--- config.mk ---
export PLATFORM = sky130hd
export DESIGN_NAME = can_err_capture
export DESIGN_NICKNAME = d
export VERILOG_FILES = /design/src/rtl/can_err_pkg.sv /design/src/rtl/can_err_flag_bank.sv /design/src/rtl/can_err_cause_reg.sv /design/src/rtl/can_err_readmux.sv /design/src/rtl/can_err_capture.sv
export SDC_FILE = /design/constraint.sdc
export NUM_CORES = 1
export LEC_CHECK = 0
export ABC_AREA = 1
export BUFFER_PORTS_ARGS = -buffer_cell sky130_fd_sc_hd__buf_2
export CORE_ASPECT_RATIO = 1.4
export CORE_MARGIN = 5
export CORE_UTILIZATION = 60
export CTS_BUF_LIST = sky130_fd_sc_hd__clkbuf_4 sky130_fd_sc_hd__clkbuf_8
export DETAILED_ROUTE_END_ITERATION = 8
export PLACE_DENSITY = 0.87
export SETUP_SLACK_MARGIN = 0.15
export SKIP_LAST_GASP = 1
export SYNTH_ARGS = -nofsm -noshare
export SYNTH_HDL_FRONTEND = slang
export SYNTH_HIERARCHICAL = 1
export SYNTH_SLANG_ARGS = --single-unit
--- constraint.sdc ---
create_clock -name clk -period 2.1 [get_ports clk]
set_input_delay 0.105 -clock clk [delete_from_list [all_inputs] [get_ports clk]]
set_output_delay 0.105 -clock clk [all_outputs]
set_load 0.05 [all_outputs]
--- src/rtl/can_err_pkg.sv ---
package can_err_pkg;

    localparam int EVT_W_DEF   = 8;
    localparam int CAUSE_W_DEF = 7;
    localparam int CNT_W_DEF   = 8;
    localparam int DATA_W_DEF  = 8;
    localparam int ADDR_W_DEF  = 3;
    localparam int IRQ_BIT_DEF = 5;

    typedef enum logic [2:0] {
        A_FLAG  = 3'd0,
        A_FEN   = 3'd1,
        A_CAUSE = 3'd2,
        A_IEN   = 3'd3,
        A_ISTAT = 3'd4,
        A_TXCNT = 3'd5,
        A_RXCNT = 3'd6,
        A_NONE  = 3'd7
    } reg_addr_e;

endpackage

--- src/rtl/can_err_flag_bank.sv ---
module can_err_flag_bank #(
    parameter int N = 8
) (
    input  logic         clk,
    input  logic         rst_n,
    input  logic [N-1:0] evt,
    input  logic         clr_we,
    input  logic [N-1:0] clr_data,
    input  logic         en_we,
    input  logic [N-1:0] en_data,
    output logic [N-1:0] flag_q,
    output logic [N-1:0] en_q,
    output logic         hit
);

    typedef struct packed {
        logic [N-1:0] flag;
        logic [N-1:0] en;
    } bank_t;

    bank_t        st_d, st_q;
    logic [N-1:0] flag_nx;

    // Per bit: event has priority over a write-0 clear
    for (genvar i = 0; i < N; i++) begin : g_bit
        logic kill;
        assign kill       = clr_we & ~clr_data[i];
        assign flag_nx[i] = evt[i] | (st_q.flag[i] & ~kill);
    end

    always_comb begin
        st_d      = st_q;
        st_d.flag = flag_nx;
        if (en_we) begin
            st_d.en = en_data;
        end
    end

    always_ff @(posedge clk or negedge rst_n) begin
        if (!rst_n) begin
            st_q <= '0;
        end else begin
            st_q <= st_d;
        end
    end

    assign flag_q = st_q.flag;
    assign en_q   = st_q.en;
    assign hit    = |(st_q.flag & st_q.en);

endmodule

--- src/rtl/can_err_cause_reg.sv ---
module can_err_cause_reg #(
    parameter int N = 7
) (
    input  logic         clk,
    input  logic         rst_n,
    input  logic [N-1:0] cause_i,
    input  logic         we,
    input  logic [N:0]   wdata,
    output logic [N-1:0] cause_q,
    output logic         mode_q
);

    typedef struct packed {
        logic         mode;
        logic [N-1:0] bits;
    } cause_t;

    cause_t       st_d, st_q;
    logic [N-1:0] kept;
    logic         fresh;

    always_comb begin
        st_d  = st_q;
        kept  = st_q.bits;
        fresh = |cause_i;
        if (we) begin
            kept      = st_q.bits & wdata[N-1:0];
            st_d.mode = wdata[N];
        end
        if (fresh && !st_q.mode) begin
            // latest-only: new set replaces everything
            st_d.bits = cause_i;
        end else begin
            st_d.bits = kept | cause_i;
        end
    end

    always_ff @(posedge clk or negedge rst_n) begin
        if (!rst_n) begin
            st_q <= '0;
        end else begin
            st_q <= st_d;
        end
    end

    assign cause_q = st_q.bits;
    assign mode_q  = st_q.mode;

endmodule

--- src/rtl/can_err_readmux.sv ---
module can_err_readmux
    import can_err_pkg::*;
#(
    parameter int EVT_W   = 8,
    parameter int CAUSE_W = 7,
    parameter int CNT_W   = 8,
    parameter int DATA_W  = 8,
    parameter int ADDR_W  = 3,
    parameter int IRQ_BIT = 5
) (
    input  logic [ADDR_W-1:0]  addr,
    input  logic [EVT_W-1:0]   flag,
    input  logic [EVT_W-1:0]   fen,
    input  logic [CAUSE_W-1:0] cause,
    input  logic               cmode,
    input  logic               ien,
    input  logic               istat,
    input  logic [CNT_W-1:0]   tec,
    input  logic [CNT_W-1:0]   rec,
    output logic [DATA_W-1:0]  rd_data
);

    always_comb begin
        rd_data = '0;
        case (addr)
            A_FLAG:  rd_data = DATA_W'(flag);
            A_FEN:   rd_data = DATA_W'(fen);
            A_CAUSE: rd_data = DATA_W'({cmode, cause});
            A_IEN:   rd_data[IRQ_BIT] = ien;
            A_ISTAT: rd_data[IRQ_BIT] = istat;
            A_TXCNT: rd_data = DATA_W'(tec);
            A_RXCNT: rd_data = DATA_W'(rec);
            default: rd_data = '0;
        endcase
    end

endmodule

--- src/rtl/can_err_capture.sv ---
module can_err_capture
    import can_err_pkg::*;
#(
    parameter int EVT_W   = EVT_W_DEF,
    parameter int CAUSE_W = CAUSE_W_DEF,
    parameter int CNT_W   = CNT_W_DEF,
    parameter int DATA_W  = DATA_W_DEF,
    parameter int ADDR_W  = ADDR_W_DEF,
    parameter int IRQ_BIT = IRQ_BIT_DEF
) (
    input  logic               clk,
    input  logic               rst_n,
    input  logic [EVT_W-1:0]   evt_i,
    input  logic [CAUSE_W-1:0] cause_i,
    input  logic               wr_en,
    input  logic [ADDR_W-1:0]  addr_i,
    input  logic [DATA_W-1:0]  wr_data,
    input  logic               cnt_ld,
    input  logic [CNT_W-1:0]   tec_i,
    input  logic [CNT_W-1:0]   rec_i,
    output logic [DATA_W-1:0]  rd_data,
    output logic               irq_o
);

    typedef struct packed {
        logic             ien;
        logic [CNT_W-1:0] tec;
        logic [CNT_W-1:0] rec;
    } top_t;

    top_t               st_d, st_q;
    logic               flag_we, fen_we, cause_we, ien_we;
    logic [EVT_W-1:0]   flag_vec, fen_vec;
    logic [CAUSE_W-1:0] cause_vec;
    logic               cmode;
    logic               istat;

    assign flag_we  = wr_en && (addr_i == A_FLAG);
    assign fen_we   = wr_en && (addr_i == A_FEN);
    assign cause_we = wr_en && (addr_i == A_CAUSE);
    assign ien_we   = wr_en && (addr_i == A_IEN);

    can_err_flag_bank #(.N(EVT_W)) u_flags (
        .clk      (clk),
        .rst_n    (rst_n),
        .evt      (evt_i),
        .clr_we   (flag_we),
        .clr_data (wr_data[EVT_W-1:0]),
        .en_we    (fen_we),
        .en_data  (wr_data[EVT_W-1:0]),
        .flag_q   (flag_vec),
        .en_q     (fen_vec),
        .hit      (istat)
    );

    can_err_cause_reg #(.N(CAUSE_W)) u_cause (
        .clk     (clk),
        .rst_n   (rst_n),
        .cause_i (cause_i),
        .we      (cause_we),
        .wdata   (wr_data[CAUSE_W:0]),
        .cause_q (cause_vec),
        .mode_q  (cmode)
    );

    always_comb begin
        st_d = st_q;
        if (ien_we) begin
            st_d.ien = wr_data[IRQ_BIT];
        end
        if (cnt_ld) begin
            st_d.tec = tec_i;
            st_d.rec = rec_i;
        end
    end

    always_ff @(posedge clk or negedge rst_n) begin
        if (!rst_n) begin
            st_q <= '0;
        end else begin
            st_q <= st_d;
        end
    end

    can_err_readmux #(
        .EVT_W   (EVT_W),
        .CAUSE_W (CAUSE_W),
        .CNT_W   (CNT_W),
        .DATA_W  (DATA_W),
        .ADDR_W  (ADDR_W),
        .IRQ_BIT (IRQ_BIT)
    ) u_rd (
        .addr    (addr_i),
        .flag    (flag_vec),
        .fen     (fen_vec),
        .cause   (cause_vec),
        .cmode   (cmode),
        .ien     (st_q.ien),
        .istat   (istat),
        .tec     (st_q.tec),
        .rec     (st_q.rec),
        .rd_data (rd_data)
    );

    assign irq_o = istat & st_q.ien;

endmodule

Yosys cells after proc, flatten, opt, wreduce, memory -nomap -nowiden
Cells that the tools add are included.
- input port bits: 46
- register bits after elaboration: 41
- bitwise gates (word level): 44
- reduce and logical (&&, ||, !) cells: 9
- equal/unequal tests: 6
- muxes and demuxes: 5
- operators with widths (kind ; number):
    5-bit case mux with 5 select lines ; 1
    1-bit AND ; 17
    1-bit NOT ; 16
    7-bit 2-to-1 mux ; 2
    2-bit case mux with 5 select lines ; 1
    3-bit == test, second input constant ; 3
    8-bit AND ; 1
    1-bit bitwise OR ; 8
    8-bit OR reduction ; 1
    7-bit AND ; 1
    7-bit bitwise OR ; 1
    1-bit case mux with 7 select lines ; 1
    7-bit OR reduction ; 1
    3-bit by 2-bit == test with 1-bit output, second input constant ; 2
    1-bit logical AND ; 5
    3-bit by 1-bit == test with 1-bit output, second input constant ; 1
    3-bit logical NOT ; 1
    1-bit logical NOT ; 1

Longest topological paths before layout
- word-level depth: 6
- mapped depth: 8

By module
The synthesis kept the hierarchy.
- by module, submodules not included (module ; instances ; area each (sq um) ; cells each ; seq. area each (sq um)):
    can_err_capture ; 1 ; 742.0 ; 85 ; 425.4
    can_err_flag_bank ; 1 ; 671.9 ; 81 ; 400.4
    can_err_readmux ; 1 ; 584.3 ; 109 ; 0.0
    can_err_cause_reg ; 1 ; 405.4 ; 52 ; 200.2

Worst setup path after synthesis
No wires, ideal clock.
- path type: register -> output
- from: register u_flags.st_q, in the netlist u_flags/flag_q[2]
- to: output rd_data[5]
- data arrival time: 1.128 ns
- buffers on the path: 0
- required time: 1.995 ns
- slack: 0.867 ns
- stages on the path, launching flop included: 9
- cells stage by stage: dfrtp_1 > nand2_1 > nand2_1 > nor2_1 > nand2_1 > nand3_2 > nand2_1 > nor2_1 > nand2_1
- word-level cells in the longest chain between the ends: 3
- RTL lines (what ; line ; RTL):
    start, declared ; can_err_flag_bank.sv:21 ; bank_t st_d, st_q;
    start signal, assigned ; can_err_flag_bank.sv:43 ; st_q <= st_d;
    8-bit AND ; can_err_flag_bank.sv:49 ; assign hit = |(st_q.flag & st_q.en);
    8-bit OR reduction ; can_err_flag_bank.sv:49 ;
    via istat ; can_err_capture.sv:36 ; logic istat;
    1-bit case mux with 7 select lines ; can_err_readmux.sv:25 ; case (addr)
    end, declared ; can_err_capture.sv:21 ; output logic [DATA_W-1:0] rd_data,
The timed path passes the listed nets, and every way through them passes these cells.

Worst setup path after layout
Ends and elaborated chain as after synthesis.

==> qor.yml <==
fin_tns_setup_ps: 0
synth_area_per_cell_um2: 7.35
dr.first_iter.drc_count: 176
p_leak_uw: 0.00158
fin_ws_ps: 400
grt_max_degree: 42
yosys.area.top_type: "dfrtp_1"
setup_viol: 0
synth_area_um2: 2400
hpwl_um: 4100
dp.cells: 417
diodes: 0
clk_pin_slew_ps: 80
cts-root-buf: "clkbuf_8"
instances_no_fill: 434
area_growth_pct: 18.3
power.share.switching: 0.316
skew_ps: 3.21
synth_edf_count: 0
gr-total-overflow: 0
cap_violations: 0
slew_headroom: 0.410
vias_per_cell: 5.04
vias: 2188
cts_max_path_buffers: 2
min_period_ps: 1700
r2r_slack_ps: 1290
synth_warnings: 6
cts_setup_buffers: 0
first_pass_iters: 4
p_clk_frac: 0.302
grt_first_pass_wirelength_um: 9450
crit_required_ps: 2000
nets: 437
globalplace.congestion: 0.856
grt_pass1_vias: 2152
status: "complete, no violations"
wl_per_cell_um: 12.6
startpoint_type: "flip-flop"
yosysTopAreaCellShare: 0.427
drc_errors: 0
p_seq_frac: 0.466
die_y_um: 84.9
path_max_fanout: 3
reg2reg_depth: 4
worstReg2RegStart: "u_cause/mode_q$_DFFE_PN0P_"
crit_end: "rd_data[5]"
start_util: 0.613
row_count: 27
finalMaxSlewViolations: 0
drive_gt1_frac: 0.217
cts_inserted_buffers: 5
combPwrFrac: 0.232
crit_arrival_ps: 1590
cts_sinks: 41
synth.net_count: 373
htreeDepth: 2
rsz0062_at_grt: "no"
grtUsageTotal: 0.216
peakVddDrop_mv: 0.611
rr_endpoint: "u_cause/cause_q[6]$_DFF_PN0_"
core_um2: 3920
post_cts_resized: 0
worstSetupStartpoint: "u_flags/flag_q[2]$_DFF_PN0_"
syn_inst: 327
synthFlopType: "dfrtp_1"
hold_violations: 0
max_clock_freq_ghz: 0.588
cts-hold-fix-buffers: 8
drt_wl_total_um: 5470
post-synth-top-count-cell: "nand2_1"
powerDensity_nw_per_um2: 710
finalCritPeriodShare: 0.809
crit_type: "flip-flop to output pin"
switchingPower_uw: 638
boundaryPins: 55
intPower_uw: 1380
insertion_delay_ps: 290
end_kind: "output pin"
synth_common_cells: "nand2_1, inv_1, dfrtp_1, o21ai_0, nor2_1"
die_w_um: 63.5
drtAntennaViolNets: 0
async_flop_share: 1.00
portBuffers: 54
min_path_type: "input pin to flip-flop"
die_area_um2: 5390
synth_cell_type_count: 21
ys_top_cells_by_area: "dfrtp_1, nand2_1, inv_1"
ys_seq_elements: 41
antenna_found_initial: 0
ys_seq_area_frac: 0.427
worstMarginPinSlew_ps: 884
place_ws_ps: 648
cts_tree: "built"
==> through the flow <==
stage	total power, uW	cell area, um^2	util	hold slack, ps
final	2020	2840	0.725	3.42
after CTS	2020	2820	0.720	3.21
after floorplan	1260	2400	-	-191
after global routing	2150	2840	0.725	8.29
after global placement	1390	2640	0.673	263
after detailed placement	1410	2640	0.673	273
==> worst max-delay path, cell delays in order, from the launching register on <==
cell     delay, ps
dfrtp_1        410
nand2_1         80
nand2_1         50
nor2_1         130
nand2_1        120
nand3_2         90
nand2_1         50
nor2_1         110
nand2_1         60
buf_2          210
==> power groups by stage <==
stage	Sequential [uW]	Combinational [uW]	Clock (uW)
floorplan	934	329	0
global placement	951	436	0
detailed placement	957	449	0
CTS	941	464	619
global route	954	531	666
finish	941	468	609
==> placed cells by master (no fill, tap or decap), drive strengths merged, types with 7 or more instances in the layout <==
cell type    count
o21ai           40
dlygate4sd3     10
a21boi           7
inv             79
nand3           17
dfrtp           41
buf             57
nor2            27
nand2           91
nand4           12
==> cell families after synthesis <==
kind of cell	count (synthesis)	share of synthesized area
buffers and inverters	89	0.170
AO/OA/AOI/OAI	48	0.119
flip-flops	41	0.427
AND/OR/NAND/NOR	149	0.284
==> routing by layer <==
layer	vias up	wire (um)	track usage
met1	987	2200	0.252
met4	0	111	0.0794
met5	-	0	0
met3	12	285	0.0570
li1	1117	-	-
met2	72	2870	0.376
==> layout make-up <==
class	count	area [um^2]
Fill cell	314	1080
Sequential cell	41	1030
Multi-Input combinational cell	197	970
Timing Repair Buffer	67	393
Inverter	79	297
Clock buffer	5	68.8
Tap cell	43	53.8
Clock inverter	2	35.0
==> worst min-delay path by stage <==
stage                  start                           to  slack (ps)  cells after the start
floorplan              rst_n          st_q[0]$_DFFE_PN0P_        -190                      0
global placement       rst_n          st_q[2]$_DFFE_PN0P_         260                      1
detailed placement     rst_n          st_q[2]$_DFFE_PN0P_         270                      1
CTS                 evt_i[7]  u_flags/flag_q[7]$_DFF_PN0_           3                      3
global route        rec_i[0]          st_q[0]$_DFFE_PN0P_           8                      3
finish              evt_i[7]  u_flags/flag_q[7]$_DFF_PN0_           3                      3
==> sequential cells by signal (all words and copies together) (netlist names) <==
signal and count:
u_flags/en_q 8, u_cause/cause_q 7, st_q 17, u_flags/flag_q 8
u_cause/mode_q 1
Power figures use the tool's default switching activity.
